`src/rtl/cfg_mem_pkg.sv`:
```
package cfg_mem_pkg;
  typedef enum logic {
    POL_RST_LOW  = 1'b0,
    POL_RST_HIGH = 1'b1
  } rst_pol_e;

  // reset level of the combined pin under the selected polarity
  function automatic logic at_reset_level(rst_pol_e pol, logic pin);
    return (pol == POL_RST_HIGH) ? pin : ~pin;
  endfunction
endpackage

```
`src/rtl/cfg_por_seq.sv`:
```
module cfg_por_seq
  import cfg_mem_pkg::*;
#(
  parameter int unsigned POR_CYCLES = 8
) (
  input  logic     clk_i,
  input  logic     rst_ni,
  input  logic     pol_i,
  output logic     ready_o,
  output rst_pol_e pol_o
);
  localparam int unsigned CW = $clog2(POR_CYCLES + 1);
  localparam logic [CW-1:0] CNT_DONE = CW'(POR_CYCLES);

  logic [CW-1:0] cnt_q;
  rst_pol_e      pol_q;

  always_ff @(posedge clk_i or negedge rst_ni) begin
    if (!rst_ni) begin
      cnt_q <= '0;
      pol_q <= POL_RST_LOW;
    end else begin
      if (cnt_q != CNT_DONE) begin
        cnt_q <= cnt_q + 1'b1;
        pol_q <= rst_pol_e'(pol_i);
      end
    end
  end

  assign ready_o = (cnt_q == CNT_DONE);
  assign pol_o   = pol_q;
endmodule

```
`src/rtl/cfg_bit_store.sv`:
```
module cfg_bit_store #(
  parameter int unsigned DEPTH_BITS = 1024,
  localparam int unsigned BYTES = DEPTH_BITS / 8,
  localparam int unsigned AW    = $clog2(DEPTH_BITS),
  localparam int unsigned BAW   = $clog2(BYTES)
) (
  input  logic           clk_i,
  input  logic           wr_en_i,
  input  logic [BAW-1:0] wr_addr_i,
  input  logic [7:0]     wr_data_i,
  input  logic [AW-1:0]  rd_addr_i,
  output logic           rd_bit_o
);
  logic [7:0] mem_q [BYTES];
  logic [7:0] rd_byte;

  always_ff @(posedge clk_i) begin
    if (wr_en_i) mem_q[wr_addr_i] <= wr_data_i;
  end

  assign rd_byte  = mem_q[rd_addr_i[AW-1:3]];
  // MSB first: bit index 7-k is the bitwise inverse of k
  assign rd_bit_o = rd_byte[~rd_addr_i[2:0]];
endmodule

```
`src/rtl/cfg_addr_ctr.sv`:
```
module cfg_addr_ctr #(
  parameter int unsigned DEPTH_BITS = 1024,
  localparam int unsigned AW = $clog2(DEPTH_BITS)
) (
  input  logic          clk_i,
  input  logic          rst_ni,
  input  logic          clr_i,
  input  logic          adv_i,
  output logic [AW-1:0] addr_o,
  output logic          end_o
);
  localparam logic [AW-1:0] LAST = AW'(DEPTH_BITS - 1);

  logic [AW-1:0] addr_q;
  logic          end_q;

  always_ff @(posedge clk_i or negedge rst_ni) begin
    if (!rst_ni) begin
      addr_q <= '0;
      end_q  <= 1'b0;
    end else if (clr_i) begin
      addr_q <= '0;
      end_q  <= 1'b0;
    end else if (adv_i && !end_q) begin
      if (addr_q == LAST) end_q  <= 1'b1;
      else                addr_q <= addr_q + 1'b1;
    end
  end

  assign addr_o = addr_q;
  assign end_o  = end_q;
endmodule

```
`src/rtl/cfg_out_gate.sv`:
```
module cfg_out_gate (
  input  logic read_en_i,
  input  logic ce_ni,
  input  logic oe_act_i,
  input  logic end_i,
  output logic adv_o,
  output logic drive_o,
  output logic ceo_no,
  output logic standby_o
);
  logic sel;

  assign sel       = read_en_i && !ce_ni && oe_act_i;
  assign adv_o     = sel;
  assign drive_o   = sel && !end_i;
  assign ceo_no    = !(sel && end_i);
  assign standby_o = read_en_i && ce_ni;
endmodule

```
`src/rtl/cfg_serial_mem.sv`:
```
module cfg_serial_mem
  import cfg_mem_pkg::*;
#(
  parameter int unsigned DEPTH_BITS = 1024,
  parameter int unsigned POR_CYCLES = 8,
  localparam int unsigned BYTES = DEPTH_BITS / 8,
  localparam int unsigned AW    = $clog2(DEPTH_BITS),
  localparam int unsigned BAW   = $clog2(BYTES)
) (
  input  logic           clk_i,
  input  logic           rst_ni,
  input  logic           pol_i,
  input  logic           ser_en_i,
  input  logic           ce_ni,
  input  logic           rst_oe_i,
  input  logic           load_en_i,
  input  logic [BAW-1:0] load_addr_i,
  input  logic [7:0]     load_data_i,
  output logic           data_o,
  output logic           data_oe_o,
  output logic           ceo_no,
  output logic           standby_o,
  output logic           ready_o
);
  rst_pol_e      pol_q;
  logic          read_en, rst_lvl, adv, end_q, rd_bit;
  logic [AW-1:0] addr_q;

  cfg_por_seq #(.POR_CYCLES(POR_CYCLES)) u_por (
    .clk_i  (clk_i),
    .rst_ni (rst_ni),
    .pol_i  (pol_i),
    .ready_o(ready_o),
    .pol_o  (pol_q)
  );

  assign read_en = ready_o && ser_en_i;
  assign rst_lvl = at_reset_level(pol_q, rst_oe_i);

  cfg_out_gate u_gate (
    .read_en_i(read_en),
    .ce_ni    (ce_ni),
    .oe_act_i (!rst_lvl),
    .end_i    (end_q),
    .adv_o    (adv),
    .drive_o  (data_oe_o),
    .ceo_no   (ceo_no),
    .standby_o(standby_o)
  );

  cfg_addr_ctr #(.DEPTH_BITS(DEPTH_BITS)) u_ctr (
    .clk_i (clk_i),
    .rst_ni(rst_ni),
    .clr_i (read_en && rst_lvl),
    .adv_i (adv),
    .addr_o(addr_q),
    .end_o (end_q)
  );

  cfg_bit_store #(.DEPTH_BITS(DEPTH_BITS)) u_store (
    .clk_i    (clk_i),
    .wr_en_i  (load_en_i && !ser_en_i),
    .wr_addr_i(load_addr_i),
    .wr_data_i(load_data_i),
    .rd_addr_i(addr_q),
    .rd_bit_o (rd_bit)
  );

  assign data_o = data_oe_o ? rd_bit : 1'b0;
endmodule

```
`config.mk`:
```
export PLATFORM = sky130hd
export DESIGN_NAME = cfg_serial_mem
export DESIGN_NICKNAME = d
export VERILOG_FILES = /design/src/rtl/cfg_mem_pkg.sv /design/src/rtl/cfg_por_seq.sv /design/src/rtl/cfg_bit_store.sv /design/src/rtl/cfg_addr_ctr.sv /design/src/rtl/cfg_out_gate.sv /design/src/rtl/cfg_serial_mem.sv
export SDC_FILE = /design/constraint.sdc
export NUM_CORES = 1
export LEC_CHECK = 0
export BUFFER_PORTS_ARGS = -buffer_cell sky130_fd_sc_hd__buf_2
export CORE_AREA = 2 2 277 279
export CTS_BUF_LIST = sky130_fd_sc_hd__clkbuf_2
export DETAILED_ROUTE_END_ITERATION = 8
export DIE_AREA = 0 0 279 281
export HOLD_SLACK_MARGIN = 0.1
export PLACE_DENSITY = 0.76
export SLEW_MARGIN = 5
export SYNTH_ARGS = -nofsm -noshare
export SYNTH_HDL_FRONTEND = slang
export SYNTH_SLANG_ARGS = --single-unit
```
`constraint.sdc`:
```
create_clock -name clk_i -period 7.5 [get_ports clk_i]
set_clock_uncertainty 0.2 [all_clocks]
set_input_delay 1.125 -clock clk_i [delete_from_list [all_inputs] [get_ports clk_i]]
set_output_delay 1.125 -clock clk_i [all_outputs]
set_load 0.05 [all_outputs]
```
==> results.cfg <==
[run_status]
status = finished clean

[sta]
slew_viol_final = 0
whs_ps = 304
rsz0062_at_grt = false
setup_violations = 0
setup_tns_ps = 0
tightest_slew_ps = 1330
relSlewSlack_pct = 11.1
max_freq_mhz = 138
min_period_ps = 7270
hold_viol = 0
fin_crit_sh_pct = 97.0

[logic_synthesis]
ys_seq_area_share_pct = 75.9
synthCells = 1992
synth-compound-area-share_pct = 3.48
synthXorXnorAreaFrac_pct = 0.235
yosys.area.top_type = edfxtp_1
ys_top_cells_by_area = edfxtp_1, mux4_2, mux2i_1
synth_adder_area_share_pct = 0.0915
synth-edff-count = 1024
synth_flop_cell = edfxtp_1
synth.distinct_cells = 66
synth_top_area_share_pct = 74.9
synth_async_sr_flop_share_pct = 1.54
syn_nets = 2017
synth-seq-cells = 1040
synth_simple_gate_area_share_pct = 3.30
syn_area_per_cell_um2 = 20.6
synth.area.mux_share_pct = 14.8
yosys_warnings = 0
syn_area_um2 = 41000
synth_top_family_by_area = multiplexers

[setup_path]
cp-start-kind = flip-flop
cp_num_buf_inv = 3
critical_path.top_delay_family = compound AO/OA/AOI/OAI gates
cp.depth = 10
critical_path_arrival_ps = 5950
critPathMostFrequentCell = buf_4
r2r_setup_slack_ps = 3340
r2r-end = u_ctr.end_o
r2r_start = u_ctr.addr_o[4]
cp_cell_sequence = buf_4 -> and2_1 -> buf_4 -> a21oi_1 -> a31oi_1 -> o21ai_0 -> a221oi_1 -> o22ai_1 -> a41oi_1 -> buf_2
slowest_delay_ps = 800
endpoint = data_o
crit_path_start = u_ctr.addr_o[5]
slowest_stage = and2_1
path_class = reg -> out
end_kind = output pin
path_max_fanout = 27
cp.required_ps = 6170
ff2ff_path_depth = 8

[grt]
grt_use_total_pct = 25.3
grt_antenna_before_repair = 10
grt.overflow.total = 0
grt_max_degree = 117
grt_pass1_vias = 22000
grt_pass1_wl_um = 143000

[detailed_routing]
wl_per_cell_um = 28.9
routed_wl_um = 97800
vias = 21900
ant_nets = 0
vias_per_cell = 6.46
first_pass_iters = 6
remaining_drc_errors = 0
drt_iter0_markers = 2935

[die]
rows = 101
die_w_um = 279
io_pins = 27
coreArea_um2 = 75400
die_h_um = 281
initial_core_util_pct = 54.4
dieArea_um2 = 78400

[clocking]
root_buffer = clkbuf_2
numCtsBuffers = 239
h-tree-depth = 4
cts_tree = yes
clk_latency_ps = 1500
cts_buffer_depth = 3
clkTransAtPathRegs_ps = 120
cts.sinks = 1040
cts_resized = 0

[placed_design]
port_buffers = 26
dp.final_hpwl_um = 57600
place_congestion = 0.919
place_area_um2 = 42000

[cells_and_area]
final_common_cell = edfxtp_1
nets = 2235
drive_gt1_share_pct = 27.9
layout_common_cells = edfxtp_1, clkbuf_2, mux4_2
syn2layout_area_growth_pct = 8.19
finish.utilization_pct = 58.8
final_area_um2 = 44400

[hold_path]
hold_class = in -> reg

[job]
max_cap_violations = 0

[power]
peakVddDrop_uv = 101
leakage_nw = 13.8
power_density_nw_per_um2 = 229
-- cell usage after synthesis (9+ instances only) --
master,n
a31oi_1,11
dfrtp_1,16
a22o_1,13
o21ai_0,23
mux4_1,15
xnor2_1,10
edfxtp_1,1024
nand3_1,26
inv_1,17
buf_6,21
nor2_1,155
nand2_1,49
a21oi_1,27
a22oi_1,21
a221oi_1,18
clkbuf_1,43
mux2i_1,82
nor2b_1,9
a221o_1,10
buf_2,26
o221ai_1,23
mux4_2,212
nor3_1,9
a211oi_1,9
-- cells by family (layout without fill, tap and decap cells) --
family	Yosys count	after routing
compound gates	192	192
fa+ha+maj	3	3
mux	316	316
simple gates	297	297
buf+inv	133	547
xor+xnor	11	11
other cells	0	5
flops	1040	1040
-- metrics by stage --
step           instances  setup slack (ps)  total power [mW]
2_1_floorplan       1992              2070              6.58
3_3_place_gp        2924              1900              6.71
3_5_place_dp        2924              1960              6.72
4_1_cts             3384               345              10.2
5_1_grt             3387               161              10.5
6_report            3389               228              10.2
-- where the power goes --
group          switching (mW)  leakage [nW]  internal, mW
registers              0.0114          9.41          6.39
logic                   0.158          2.74        0.0385
clock network            2.24          1.66          1.35
total                    2.41          13.8          7.77
-- timing repair --
| action | CTS | global route |
|---|---|---|
| buffers inserted | 0 | 0 |
| hold buffers | 23 | 0 |
| hold endpoints to repair | 388 | 0 |
-- per-layer routing --
metal	wire length [um]	track usage (%)	vias to the layer above	share of wire (%)
li1	-	-	8922	-
met1	36300	34.5	11100	37
met2	46500	39.2	1582	48
met3	11700	7.36	266	12
met4	3250	9.77	10	3.3
met5	68	0	-	0.070
-- worst min path at each step --
stage / to / slack (ps) / startpoint / depth (start not counted)
floorplan: u_por.cnt_q[3] / 260 / u_por.cnt_q[3] / 1
global placement: u_por.cnt_q[3] / 280 / u_por.cnt_q[3] / 1
detailed placement: u_por.cnt_q[3] / 300 / u_por.cnt_q[3] / 1
CTS: u_store.mem_q[26][7] / 170 / load_data_i[7] / 2
global route: u_store.mem_q[26][7] / 190 / load_data_i[7] / 2
finish: u_store.mem_q[26][7] / 300 / load_data_i[7] / 2
-- cell type report --
cell class,instances,area [um2]
antenna,5,12.5
clock buffer,347,1740
clock inverter,90,462
fill,5375,31000
inverter,19,71.3
multi-input combinational,819,9000
sequential,1040,31200
tap,978,1220
timing repair buffer,91,733
-- state kept, by name, summed over array words and instances, names as in the netlist --
register	count
u_ctr.end_o	1
u_store.mem_q	1024
u_ctr.addr_o	10
u_por.cnt_q	4
u_por.pol_o	1
Note: power is estimated with default switching activity, not from simulation.
